===== config.mk =====
export PLATFORM = sky130hd
export DESIGN_NAME = dma_track_top
export DESIGN_NICKNAME = d
export VERILOG_FILES = /design/src/rtl/dma_trk_pkg.sv /design/src/rtl/trk_seq.sv /design/src/rtl/trk_pos.sv /design/src/rtl/trk_desc.sv /design/src/rtl/dma_track_top.sv
export SDC_FILE = /design/constraint.sdc
export NUM_CORES = 1
export LEC_CHECK = 0
export ABC_AREA = 1
export CORE_MARGIN = 4
export CORE_UTILIZATION = 25
export DETAILED_ROUTE_END_ITERATION = 10
export GPL_TIMING_DRIVEN = 0
export PLACE_DENSITY = 0.42
export SLEW_MARGIN = 20
export SYNTH_ARGS = -nofsm -noshare
export SYNTH_HDL_FRONTEND = slang
export SYNTH_SLANG_ARGS = --single-unit
export TNS_END_PERCENT = 1

===== constraint.sdc =====
create_clock -name clk -period 3.1 [get_ports clk]
set_input_delay 0.31 -clock clk [delete_from_list [all_inputs] [get_ports clk]]
set_output_delay 0.31 -clock clk [all_outputs]
set_load 0.05 [all_outputs]

===== src/rtl/dma_trk_pkg.sv =====
package dma_trk_pkg;

    localparam int SECT_SHIFT = 9;
    localparam int BLK_SHIFT  = 11;
    localparam int OFS_W      = 11;

    typedef enum logic [1:0] {
        OP_READ  = 2'd0,
        OP_WRITE = 2'd1,
        OP_TRIM  = 2'd2
    } op_e;

    typedef enum logic [1:0] {
        FLT_NONE      = 2'd0,
        FLT_DISK      = 2'd1,
        FLT_PKT_IO    = 2'd2,
        FLT_PKT_NOMED = 2'd3
    } fault_e;

    typedef enum logic [2:0] {
        PH_IDLE,
        PH_ACCT,
        PH_EVAL,
        PH_ISSUE,
        PH_WAIT,
        PH_END
    } phase_e;

    typedef struct packed {
        logic packet;
        op_e  op;
    } mode_t;

    function automatic logic [31:0] sectors_in(input logic [31:0] nbytes);
        return (nbytes + 32'd511) >> SECT_SHIFT;
    endfunction

    function automatic logic counts_bytes(input mode_t m);
        return m.packet || (m.op != OP_TRIM);
    endfunction

endpackage


===== src/rtl/trk_seq.sv =====
module trk_seq
    import dma_trk_pkg::*;
(
    input  logic   clk,
    input  logic   rst,
    input  logic   load,
    input  logic   desc_start,
    input  logic   chunk_done,
    input  logic   chunk_ok,
    input  logic   req_accept,
    input  logic   req_reject,
    input  logic   len_zero,
    input  logic   finished,
    input  logic   packet,
    output logic   idle,
    output logic   do_acct,
    output logic   do_launch,
    output logic   req_valid,
    output logic   dma_end,
    output logic   op_done,
    output logic   status_ready,
    output logic   err,
    output fault_e err_code
);

    phase_e phase;

    always_ff @(posedge clk) begin
        if (rst) begin
            phase        <= PH_IDLE;
            op_done      <= 1'b0;
            err          <= 1'b0;
            err_code     <= FLT_NONE;
            status_ready <= 1'b0;
        end else begin
            op_done <= 1'b0;
            err     <= 1'b0;
            if (load && phase == PH_IDLE) begin
                status_ready <= 1'b0;
            end
            case (phase)
                PH_IDLE: begin
                    if (desc_start) begin
                        phase <= PH_ACCT;
                    end
                end
                PH_ACCT: phase <= PH_EVAL;
                PH_EVAL: begin
                    if (finished) begin
                        op_done      <= 1'b1;
                        status_ready <= 1'b1;
                    end
                    phase <= len_zero ? PH_END : PH_ISSUE;
                end
                PH_ISSUE: begin
                    if (req_reject) begin
                        err      <= 1'b1;
                        err_code <= packet ? FLT_PKT_NOMED : FLT_DISK;
                        phase    <= PH_END;
                    end else if (req_accept) begin
                        phase <= PH_WAIT;
                    end
                end
                PH_WAIT: begin
                    if (chunk_done) begin
                        if (chunk_ok) begin
                            phase <= PH_ACCT;
                        end else begin
                            err      <= 1'b1;
                            err_code <= packet ? FLT_PKT_IO : FLT_DISK;
                            phase    <= PH_END;
                        end
                    end
                end
                PH_END:  phase <= PH_IDLE;
                default: phase <= PH_IDLE;
            endcase
        end
    end

    always_comb begin
        idle      = (phase == PH_IDLE);
        do_acct   = (phase == PH_ACCT);
        do_launch = (phase == PH_EVAL) && !len_zero;
        req_valid = (phase == PH_ISSUE);
        dma_end   = (phase == PH_END);
    end

endmodule


===== src/rtl/trk_pos.sv =====
module trk_pos
    import dma_trk_pkg::*;
#(
    parameter int LBA_W = 32,
    parameter int SEC_W = 16,
    parameter int PKT_W = 24,
    parameter int LEN_W = 16
) (
    input  logic                    clk,
    input  logic                    rst,
    input  logic                    load,
    input  mode_t                   load_mode,
    input  logic [LBA_W-1:0]        load_lba,
    input  logic [SEC_W-1:0]        load_sec,
    input  logic [PKT_W-1:0]        load_pkt,
    input  logic                    do_acct,
    input  logic                    do_launch,
    input  logic [LEN_W-1:0]        chunk_size,
    output mode_t                   mode,
    output logic [LBA_W-1:0]        lba,
    output logic [SEC_W-1:0]        sec_left,
    output logic signed [PKT_W:0]   pkt_left,
    output logic [OFS_W-1:0]        ofs,
    output logic                    finished,
    output logic [LBA_W+1:0]        media
);

    localparam int SUM_W = ((LEN_W > OFS_W) ? LEN_W : OFS_W) + 1;
    localparam int MED_W = LBA_W + 2;

    logic [SUM_W-1:0] ofs_sum;
    logic [LBA_W-1:0] blk_step;
    logic [LBA_W-1:0] sec_step;

    always_comb begin
        ofs_sum  = SUM_W'(ofs) + SUM_W'(chunk_size);
        blk_step = LBA_W'(ofs_sum >> BLK_SHIFT);
        sec_step = LBA_W'(sectors_in(32'(chunk_size)));
    end

    always_ff @(posedge clk) begin
        if (rst) begin
            mode     <= '{packet: 1'b0, op: OP_READ};
            lba      <= '0;
            sec_left <= '0;
            pkt_left <= '0;
            ofs      <= '0;
        end else if (load) begin
            mode     <= load_mode;
            lba      <= load_lba;
            sec_left <= load_sec;
            pkt_left <= $signed({1'b0, load_pkt});
            ofs      <= '0;
        end else if (do_acct && chunk_size != '0) begin
            if (mode.packet) begin
                pkt_left <= pkt_left - $signed((PKT_W+1)'(chunk_size));
                lba      <= lba + blk_step;
                ofs      <= ofs_sum[OFS_W-1:0];
            end else begin
                lba      <= lba + sec_step;
                sec_left <= sec_left - SEC_W'(sec_step);
            end
        end else if (do_launch && !mode.packet) begin
            ofs <= '0;
        end
    end

    always_comb begin
        if (mode.packet) begin
            finished = pkt_left[PKT_W] || (pkt_left == '0);
            media    = {lba, 2'b00} + MED_W'(ofs >> SECT_SHIFT);
        end else begin
            finished = (sec_left == '0);
            media    = MED_W'(lba);
        end
    end

endmodule


===== src/rtl/trk_desc.sv =====
module trk_desc #(
    parameter int ADDR_W = 32,
    parameter int LEN_W  = 16,
    parameter int MED_W  = 34,
    parameter int ACC_W  = 32
) (
    input  logic              clk,
    input  logic              rst,
    input  logic              start,
    input  logic [ADDR_W-1:0] start_addr,
    input  logic [LEN_W-1:0]  start_len,
    input  logic              count_en,
    input  logic              do_launch,
    input  logic [MED_W-1:0]  media_in,
    output logic              len_zero,
    output logic [LEN_W-1:0]  chunk_size,
    output logic [ADDR_W-1:0] req_addr,
    output logic [MED_W-1:0]  req_media,
    output logic [ACC_W-1:0]  acct_bytes
);

    logic [ADDR_W-1:0] cur_addr;
    logic [LEN_W-1:0]  cur_len;

    always_ff @(posedge clk) begin
        if (rst) begin
            cur_addr   <= '0;
            cur_len    <= '0;
            chunk_size <= '0;
            req_addr   <= '0;
            req_media  <= '0;
            acct_bytes <= '0;
        end else if (start) begin
            cur_addr   <= start_addr;
            cur_len    <= start_len;
            chunk_size <= '0;
            if (count_en) begin
                acct_bytes <= acct_bytes + ACC_W'(start_len);
            end
        end else if (do_launch) begin
            chunk_size <= cur_len;
            req_addr   <= cur_addr;
            req_media  <= media_in;
            cur_addr   <= cur_addr + ADDR_W'(cur_len);
            cur_len    <= '0;
        end
    end

    assign len_zero = (cur_len == '0);

endmodule


===== src/rtl/dma_track_top.sv =====
module dma_track_top
    import dma_trk_pkg::*;
#(
    parameter int ADDR_W = 32,
    parameter int LEN_W  = 16,
    parameter int LBA_W  = 32,
    parameter int SEC_W  = 16,
    parameter int PKT_W  = 24,
    parameter int ACC_W  = 32
) (
    input  logic                   clk,
    input  logic                   rst,
    input  logic                   cmd_load,
    input  logic [1:0]             cmd_kind,
    input  logic                   cmd_packet,
    input  logic [LBA_W-1:0]       cmd_lba,
    input  logic [SEC_W-1:0]       cmd_sectors,
    input  logic [PKT_W-1:0]       cmd_pkt_bytes,
    input  logic                   desc_start,
    input  logic [ADDR_W-1:0]      desc_addr,
    input  logic [LEN_W-1:0]       desc_len,
    output logic                   req_valid,
    output logic [ADDR_W-1:0]      req_addr,
    output logic [LEN_W-1:0]       req_len,
    output logic [LBA_W+1:0]       req_media,
    input  logic                   req_accept,
    input  logic                   req_reject,
    input  logic                   chunk_done,
    input  logic                   chunk_ok,
    output logic                   dma_end,
    output logic                   op_done,
    output logic                   status_ready,
    output logic                   err,
    output logic [1:0]             err_code,
    output logic [LBA_W-1:0]       cur_lba,
    output logic [SEC_W-1:0]       sec_left,
    output logic signed [PKT_W:0]  pkt_left,
    output logic [10:0]            byte_ofs,
    output logic [ACC_W-1:0]       acct_bytes
);

    localparam int MED_W = LBA_W + 2;

    logic             idle;
    logic             load_ok;
    logic             start_ok;
    logic             do_acct;
    logic             do_launch;
    logic             len_zero;
    logic             finished;
    logic             pkt_mode;
    mode_t            load_mode;
    mode_t            cur_mode;
    fault_e           fault;
    logic [LEN_W-1:0] chunk_size;
    logic [MED_W-1:0] media_now;

    assign load_ok   = cmd_load && idle;
    assign start_ok  = desc_start && idle;
    assign load_mode = '{packet: cmd_packet, op: op_e'(cmd_kind)};
    assign pkt_mode  = cur_mode.packet;

    trk_seq u_seq (
        .clk          (clk),
        .rst          (rst),
        .load         (cmd_load),
        .desc_start   (desc_start),
        .chunk_done   (chunk_done),
        .chunk_ok     (chunk_ok),
        .req_accept   (req_accept),
        .req_reject   (req_reject),
        .len_zero     (len_zero),
        .finished     (finished),
        .packet       (pkt_mode),
        .idle         (idle),
        .do_acct      (do_acct),
        .do_launch    (do_launch),
        .req_valid    (req_valid),
        .dma_end      (dma_end),
        .op_done      (op_done),
        .status_ready (status_ready),
        .err          (err),
        .err_code     (fault)
    );

    trk_pos #(
        .LBA_W (LBA_W),
        .SEC_W (SEC_W),
        .PKT_W (PKT_W),
        .LEN_W (LEN_W)
    ) u_pos (
        .clk        (clk),
        .rst        (rst),
        .load       (load_ok),
        .load_mode  (load_mode),
        .load_lba   (cmd_lba),
        .load_sec   (cmd_sectors),
        .load_pkt   (cmd_pkt_bytes),
        .do_acct    (do_acct),
        .do_launch  (do_launch),
        .chunk_size (chunk_size),
        .mode       (cur_mode),
        .lba        (cur_lba),
        .sec_left   (sec_left),
        .pkt_left   (pkt_left),
        .ofs        (byte_ofs),
        .finished   (finished),
        .media      (media_now)
    );

    trk_desc #(
        .ADDR_W (ADDR_W),
        .LEN_W  (LEN_W),
        .MED_W  (MED_W),
        .ACC_W  (ACC_W)
    ) u_desc (
        .clk        (clk),
        .rst        (rst),
        .start      (start_ok),
        .start_addr (desc_addr),
        .start_len  (desc_len),
        .count_en   (counts_bytes(cur_mode)),
        .do_launch  (do_launch),
        .media_in   (media_now),
        .len_zero   (len_zero),
        .chunk_size (chunk_size),
        .req_addr   (req_addr),
        .req_media  (req_media),
        .acct_bytes (acct_bytes)
    );

    assign req_len  = chunk_size;
    assign err_code = fault;

endmodule


Word-level counts from Yosys, hierarchy flattened:

Index checks and enable logic that the tools add are counted.

* input port bits: 131
* output and inout port bits: 205
* register bits: 257
* word-level logic and storage cells: 111

* $add $sub $neg: 9
* muxes and demuxes: 39
* bitwise gates (word level): 2
* eq/ne operators: 13
* reduce and logical (&&, ||, !) cells: 30

Operators with widths (count)
* $mux W32: 5
* $mux W16: 5
* $mux W24: 3
* $add A32 B16 Y32: 2
* $add A34 B2 Y34: 1
* $mux W34: 1
* $mux W11: 3
* $add A32 B23 Y32: 1
* $add A32 B6 Y32: 1
* $logic_not A16 Y1: 2
* $logic_not A25 Y1: 1
* $sub A25 B17 Y25: 1
* $mux W3: 6
* $add A11 B16 Y17: 1
* $add A16 B9 Y17 const B: 1
* $reduce_bool A16 Y1: 1
* $sub A16 B16 Y16: 1
* $pmux W3 S5: 1
* $reduce_and A2 Y1: 6
* $mux W2: 5
* $ne A2 B2 Y1 const B: 5
* $reduce_bool A2 Y1: 5
* $mux W1: 8
* $eq A3 B2 Y1 const B: 2
* other kinds (14): 25

Logic depth before layout (Yosys ltp):

* word-level depth: 6
* mapped depth: 24
* gate-level depth less buffers: 24

Cells and area by module:

From an unflattened synthesis, not the netlist that was laid out.

* cell total of the unflattened synthesis: 2825
* area, all modules: 17320.4 µm²

By module, submodules not included
* trk_desc: area an instance 8735.9 µm², times used 1, seq. area each 3243.1 µm², cells an instance 1344
* trk_pos: area an instance 8162.8 µm², times used 1, seq. area each 1741.7 µm², cells an instance 1414
* trk_seq: area an instance 394.1 µm², times used 1, seq. area each 160.2 µm², cells an instance 60
* dma_track_top: area an instance 27.5 µm², times used 1, seq. area each 0.0 µm², cells an instance 7

Worst setup path before layout:

No wires, ideal clock.

* path kind: register to register
* from: reg u_pos.ofs[2]
* to: reg u_pos.lba[28]
* setup time: 132 ps
* required time: 2968 ps
* stages on the path, launching flop included: 19
* slack: -294 ps
* period minus slack after synthesis: 3394 ps
* path buffers: 0
* data arrival time: 3262 ps
* cell sequence: dfxtp_1 -> ha_1 -> a21oi_1 -> o21ai_0 -> nand3_1 -> nand3_1 -> xor2_1 -> o21ai_0 -> ha_1 -> inv_1 -> fa_1 -> o21bai_1 -> nand3_1 -> nand2_1 -> nand2_1 -> nand2_1 -> nand3_1 -> nand2_1 -> a21oi_1

* word-level cells in the longest chain between the ends: 5

Ends and longest elaborated chain
* start: declaration: line trk_pos.sv:23 `output logic [OFS_W-1:0] ofs,`
* start signal: assignment: line trk_pos.sv:58 `ofs <= ofs_sum[OFS_W-1:0];`
* $add A11 B16 Y17: line trk_pos.sv:36 `ofs_sum = SUM_W'(ofs) + SUM_W'(chunk_size);`
* $add A32 B6 Y32: line trk_pos.sv:57 `lba <= lba + blk_step;`
* $mux W32: line trk_pos.sv:55 `if (mode.packet) begin`
* $mux W32: line trk_pos.sv:54 `end else if (do_acct && chunk_size != '0) begin`
* $mux W32: line trk_pos.sv:48 `end else if (load) begin`
* end signal: assignment: line trk_pos.sv:50 `lba <= load_lba;`
* end signal: assignment: line trk_pos.sv:57
* end signal: assignment: line trk_pos.sv:60 `lba <= lba + sec_step;`
* end: declaration: line trk_pos.sv:20 `output logic [LBA_W-1:0] lba,`

Every way passes these cells. The select of a mux whose other input is x is not followed.
A chain may end at the register's enable or synchronous reset.

Worst setup path after layout:

* from: reg u_desc.chunk_size[8]
* to: reg u_pos.lba[12]

* word-level cells in the longest chain between the ends: 5
* elaborated cells between the ends (all ways): 10
* classes of those cells: add/sub: 4; mux: 3; reduce/logical: 3

Ends and longest elaborated chain
* start: declaration: line trk_desc.sv:16 `output logic [LEN_W-1:0] chunk_size,`
* start signal: assignment: line trk_desc.sv:41 `chunk_size <= cur_len;`
* $add A16 B9 Y17 / $add A11 B16 Y17 (equally long branches): line dma_trk_pkg.sv:35, trk_pos.sv:36
* $add A32 B23 Y32 / $add A32 B6 Y32 (equally long branches): line trk_pos.sv:60, trk_pos.sv:57
* $mux W32: line trk_pos.sv:55
* $mux W32: line trk_pos.sv:54
* $mux W32: line trk_pos.sv:48

Parallel ways exist; a longest one is shown, timed or not. The select of a mux whose other input is x is not followed.

==> out/qor.txt <==
Total Routed Length -> 85800 um
Placement Cell Area -> 21600 um2
Post-synth cell types -> 44
Max Root-Sink Buffers -> 3
Area of the multi-input gates -> 10900 um2
Routing usage on met2 -> 37.3%
Critical Path, Cell by Cell -> ha_4, nand2_1, nand2_1, a21boi_4, nand3_4, xor2_1, o21ai_1, ha_2, inv_2, fa_2, o21bai_4, nand3_2, nand2_4, buf_4, nand4_1, a31oi_1
Reg-to-reg setup timing slack -> 9 ps
Post-Synthesis Cell Area -> 17100 um2
Finished Cell Area -> 23600 um2
Num rows -> 95
R2R depth -> 16
CTS tree -> built
Post-route setup slack -> 9.09 ps
Worst skew pair latency -> 570 ps
Full die area -> 72800 um2
Tot Pwr -> 26.3 mW
Clk_skew -> 31.8 ps
Layout area overhead -> 37.8%
Slew of the pin with the lowest slew margin -> 1150 ps
Combinational Power Share -> 62.5%
Sw Pwr -> 14.2 mW
Worst Setup SP -> u_desc.chunk_size[8]
DRC violations left -> 0
Layout Utilization -> 35.0%
P_int -> 12.1 mW
Fill cells -> 7418
Setup TNS -> 0 ps
Global route overflow -> 0
Vias per cell -> 4.88
Asr flop ratio synth -> 0%
Crit-path max cell delay -> 400 ps
Yosys reg bits -> 257
RSZ-0062 raised after global routing -> true
Critical path required time -> 3580 ps
Switching Share -> 53.9%
Clk pwr share -> 16.6%
Hold path start -> desc_addr[8]
Core Area -> 67500 um2
IO Port Bufs -> 334
Non-Filler Instances -> 4105
Crit Reg-Reg Endpoint -> u_pos.lba[12]
Crit share post-route -> 99.7%
Vias -> 20042
Synth area leaders -> dfxtp_1 30%, nand2_1 19%, nor2_1 7.6%, inv_1 6.4%, a21oi_1 6.0%
Share of cells above drive strength 1 -> 9.26%
Hold WS -> 326 ps
Crit path max fanout -> 5
Post-layout min period -> 3090 ps
Leakage -> 10.2 nW
Setup crit end kind -> flip-flop
Top_reg_cell synth -> dfxtp_1
IO Count -> 336
Drt first-iter violations -> 1401
Hold Crit Endpoint -> u_desc.cur_addr[8]
Vias in the first global route -> 19728
Busiest metal layer after global routing -> met2
Hold Crit Class -> input port to flip-flop
WHS Path Cells -> 3
Post-synthesis cell count -> 2807
Critical path's slowest cell -> fa_2
Post-DP HPWL -> 68200 um
Die X -> 270 um
Starting Density -> 25.4%
First-pass GRT wire length -> 126000 um
Setup CP Type -> flip-flop to flip-flop
Total track usage -> 22.6%
Met1 usage -> 29.8%
Worst setup SP type -> flip-flop
Pre-antenna DRT Iters -> 5
FF/Latch Area -> 5210 um2
Post-Syn Nets -> 3019
Count of final hold-check violations -> 0
Syn Area/Cell -> 6.10 um2
Largest net degree at the start of global routing -> 12
Flop pwr share -> 20.9%
CP arrival -> 3570 ps
Max Cap Viol -> 0
Area leader, netlist -> dfxtp_1
Clock Sinks -> 257
Number of synthesized flops with an enable pin -> 0
Routing usage on met3 -> 4.05%
Root Buffer -> clkbuf_16
Final setup viols -> 0
Dpl ws -> -1000 ps
Synth warnings -> 0
Sequential element share of the synthesized area -> 30.0%
# nets final -> 3416
Placed cell count -> 4014
Reg-to-reg startpoint -> u_desc.chunk_size[8]
Routed len/inst -> 20.9 um
Max Fclk -> 324 MHz
Routability congestion estimate -> 0.930
Outcome -> completed
H-tree depth -> 2
CTS clock-pin slew for the worst setup and hold paths -> 60 ps
Num CTS Buffers -> 36
Initial antenna violation count -> 3
Area share of the largest cell type after synthesis -> 30.0%
Die H -> 270 um
Maximum vdd drop -> 0.000447 V
Worst rel slew slack -> 23.1%
Detail Route Antenna Nets -> 0
CP dominant cell by count -> nand2_1
Pins over their slew limit -> 0
P per Cell Area -> 1110 nW/um2
## kinds of logic after synthesis
kind of cell               count (synthesis)  share of synthesized area (%)
xor gates and xnor gates                  34                           1.74
DFF                                      257                           30.0
and+or+nand+nor                         1522                           36.7
muxes                                      1                         0.0584
adders and majority gates                 81                           6.18
buffers and inverters                    415                           9.72
AOI/OAI and AO/OA                        497                           15.6
## cells in the final DEF (no fill, tap or decap), types with 16 or more instances in the layout
| cell type | synthesis | layout |
|---|---|---|
| buf_4 | 6 | 32 |
| buf_2 | 43 | 46 |
| xor2_1 | 18 | 17 |
| nand3_1 | 193 | 186 |
| nand4_1 | 42 | 42 |
| nand2_2 | 6 | 30 |
| nor2_1 | 349 | 340 |
| clkdlybuf4s50_1 | 0 | 334 |
| ha_1 | 75 | 60 |
| clkbuf_1 | 49 | 56 |
| clkbuf_16 | 0 | 36 |
| nor3_1 | 31 | 30 |
| inv_2 | 12 | 18 |
| dfxtp_1 | 257 | 232 |
| nand2_1 | 854 | 821 |
| a21oi_1 | 207 | 199 |
| xnor2_1 | 16 | 16 |
| o21ai_0 | 187 | 179 |
| inv_1 | 294 | 288 |
| a31oi_1 | 55 | 55 |
## how the worst max path moves through the flow
stage,end,slack (ps),cells past startpoint
after floorplan,u_pos.lba[28],-40,18
after global placement,u_pos.lba[29],-980,18
after detailed placement,u_pos.lba[29],-1000,18
after CTS,u_pos.lba[26],-20,22
after global routing,u_pos.lba[26],-150,22
final,u_pos.lba[12],9,16
## synthesized netlist by cell type, drive strengths merged (3+ instances only)
master  number
a211oi       8
a21boi       9
a21o         5
a21oi      207
a31oi       55
buf         58
clkbuf      50
dfxtp      257
fa           6
ha          75
inv        306
nand2      862
nand3      194
nand3b      14
nand4       42
nor2       351
nor3        34
nor4         8
o211ai       6
o21ai      191
o21bai       9
o22ai        3
or2         14
xnor2       16
xor2        18
## power by group through the flow
stage	combinational (mW)	clock (mW)	sequential, mW
after floorplan	8.16	0	7.72
after global placement	16.0	0	5.52
after detailed placement	16.0	0	5.52
after CTS	16.2	4.49	5.50
after global routing	18.1	4.60	5.64
final	16.4	4.36	5.50
## routing by layer
layer | routed length, um | up-vias
li1 | - | 9944
met1 | 38800 | 9354
met2 | 38700 | 618
met3 | 5260 | 126
met4 | 3010 | 0
met5 | 0 | -
## critical path, delay by kind of cell (launching register included)
kind,cells,cell delay [ps]
adders and majority gates,3,880
AOI/OAI and AO/OA,4,750
and+or+nand+nor,6,660
DFF,1,370
xor gates and xnor gates,1,160
buffers and inverters,2,160
## what timing repair did
action,4_1_cts,5_1_grt
pin swaps,15,31
gates resized for setup,80,63
hold buffers,0,0
buffers inserted,9,17
endpoints found under the setup margin,42,34
## final cells by class
cell class,instances,area share [%]
multi-input cells,2135,46.1
flip-flops and latches,257,22.1
repair buffers,360,15.0
inverters,307,4.89
well taps,873,4.63
clock buffers,52,4.33
plain buffers,107,2.18
clock inverters,12,0.811
diodes,2,0.0212
## state kept, by name (all words and copies together), names as in the netlist
name	count
u_pos.ofs	11
u_desc.cur_len	16
u_desc.req_media	34
u_desc.req_addr	32
u_desc.acct_bytes	32
u_seq.phase	3
u_desc.cur_addr	32
u_seq.err_code	2
u_pos.pkt_left	25
u_seq.status_ready	1
u_seq.op_done	1
u_pos.sec_left	16
u_pos.mode	3
u_pos.lba	32
u_desc.chunk_size	16
u_seq.err	1
Power figures use the tool's default switching activity.
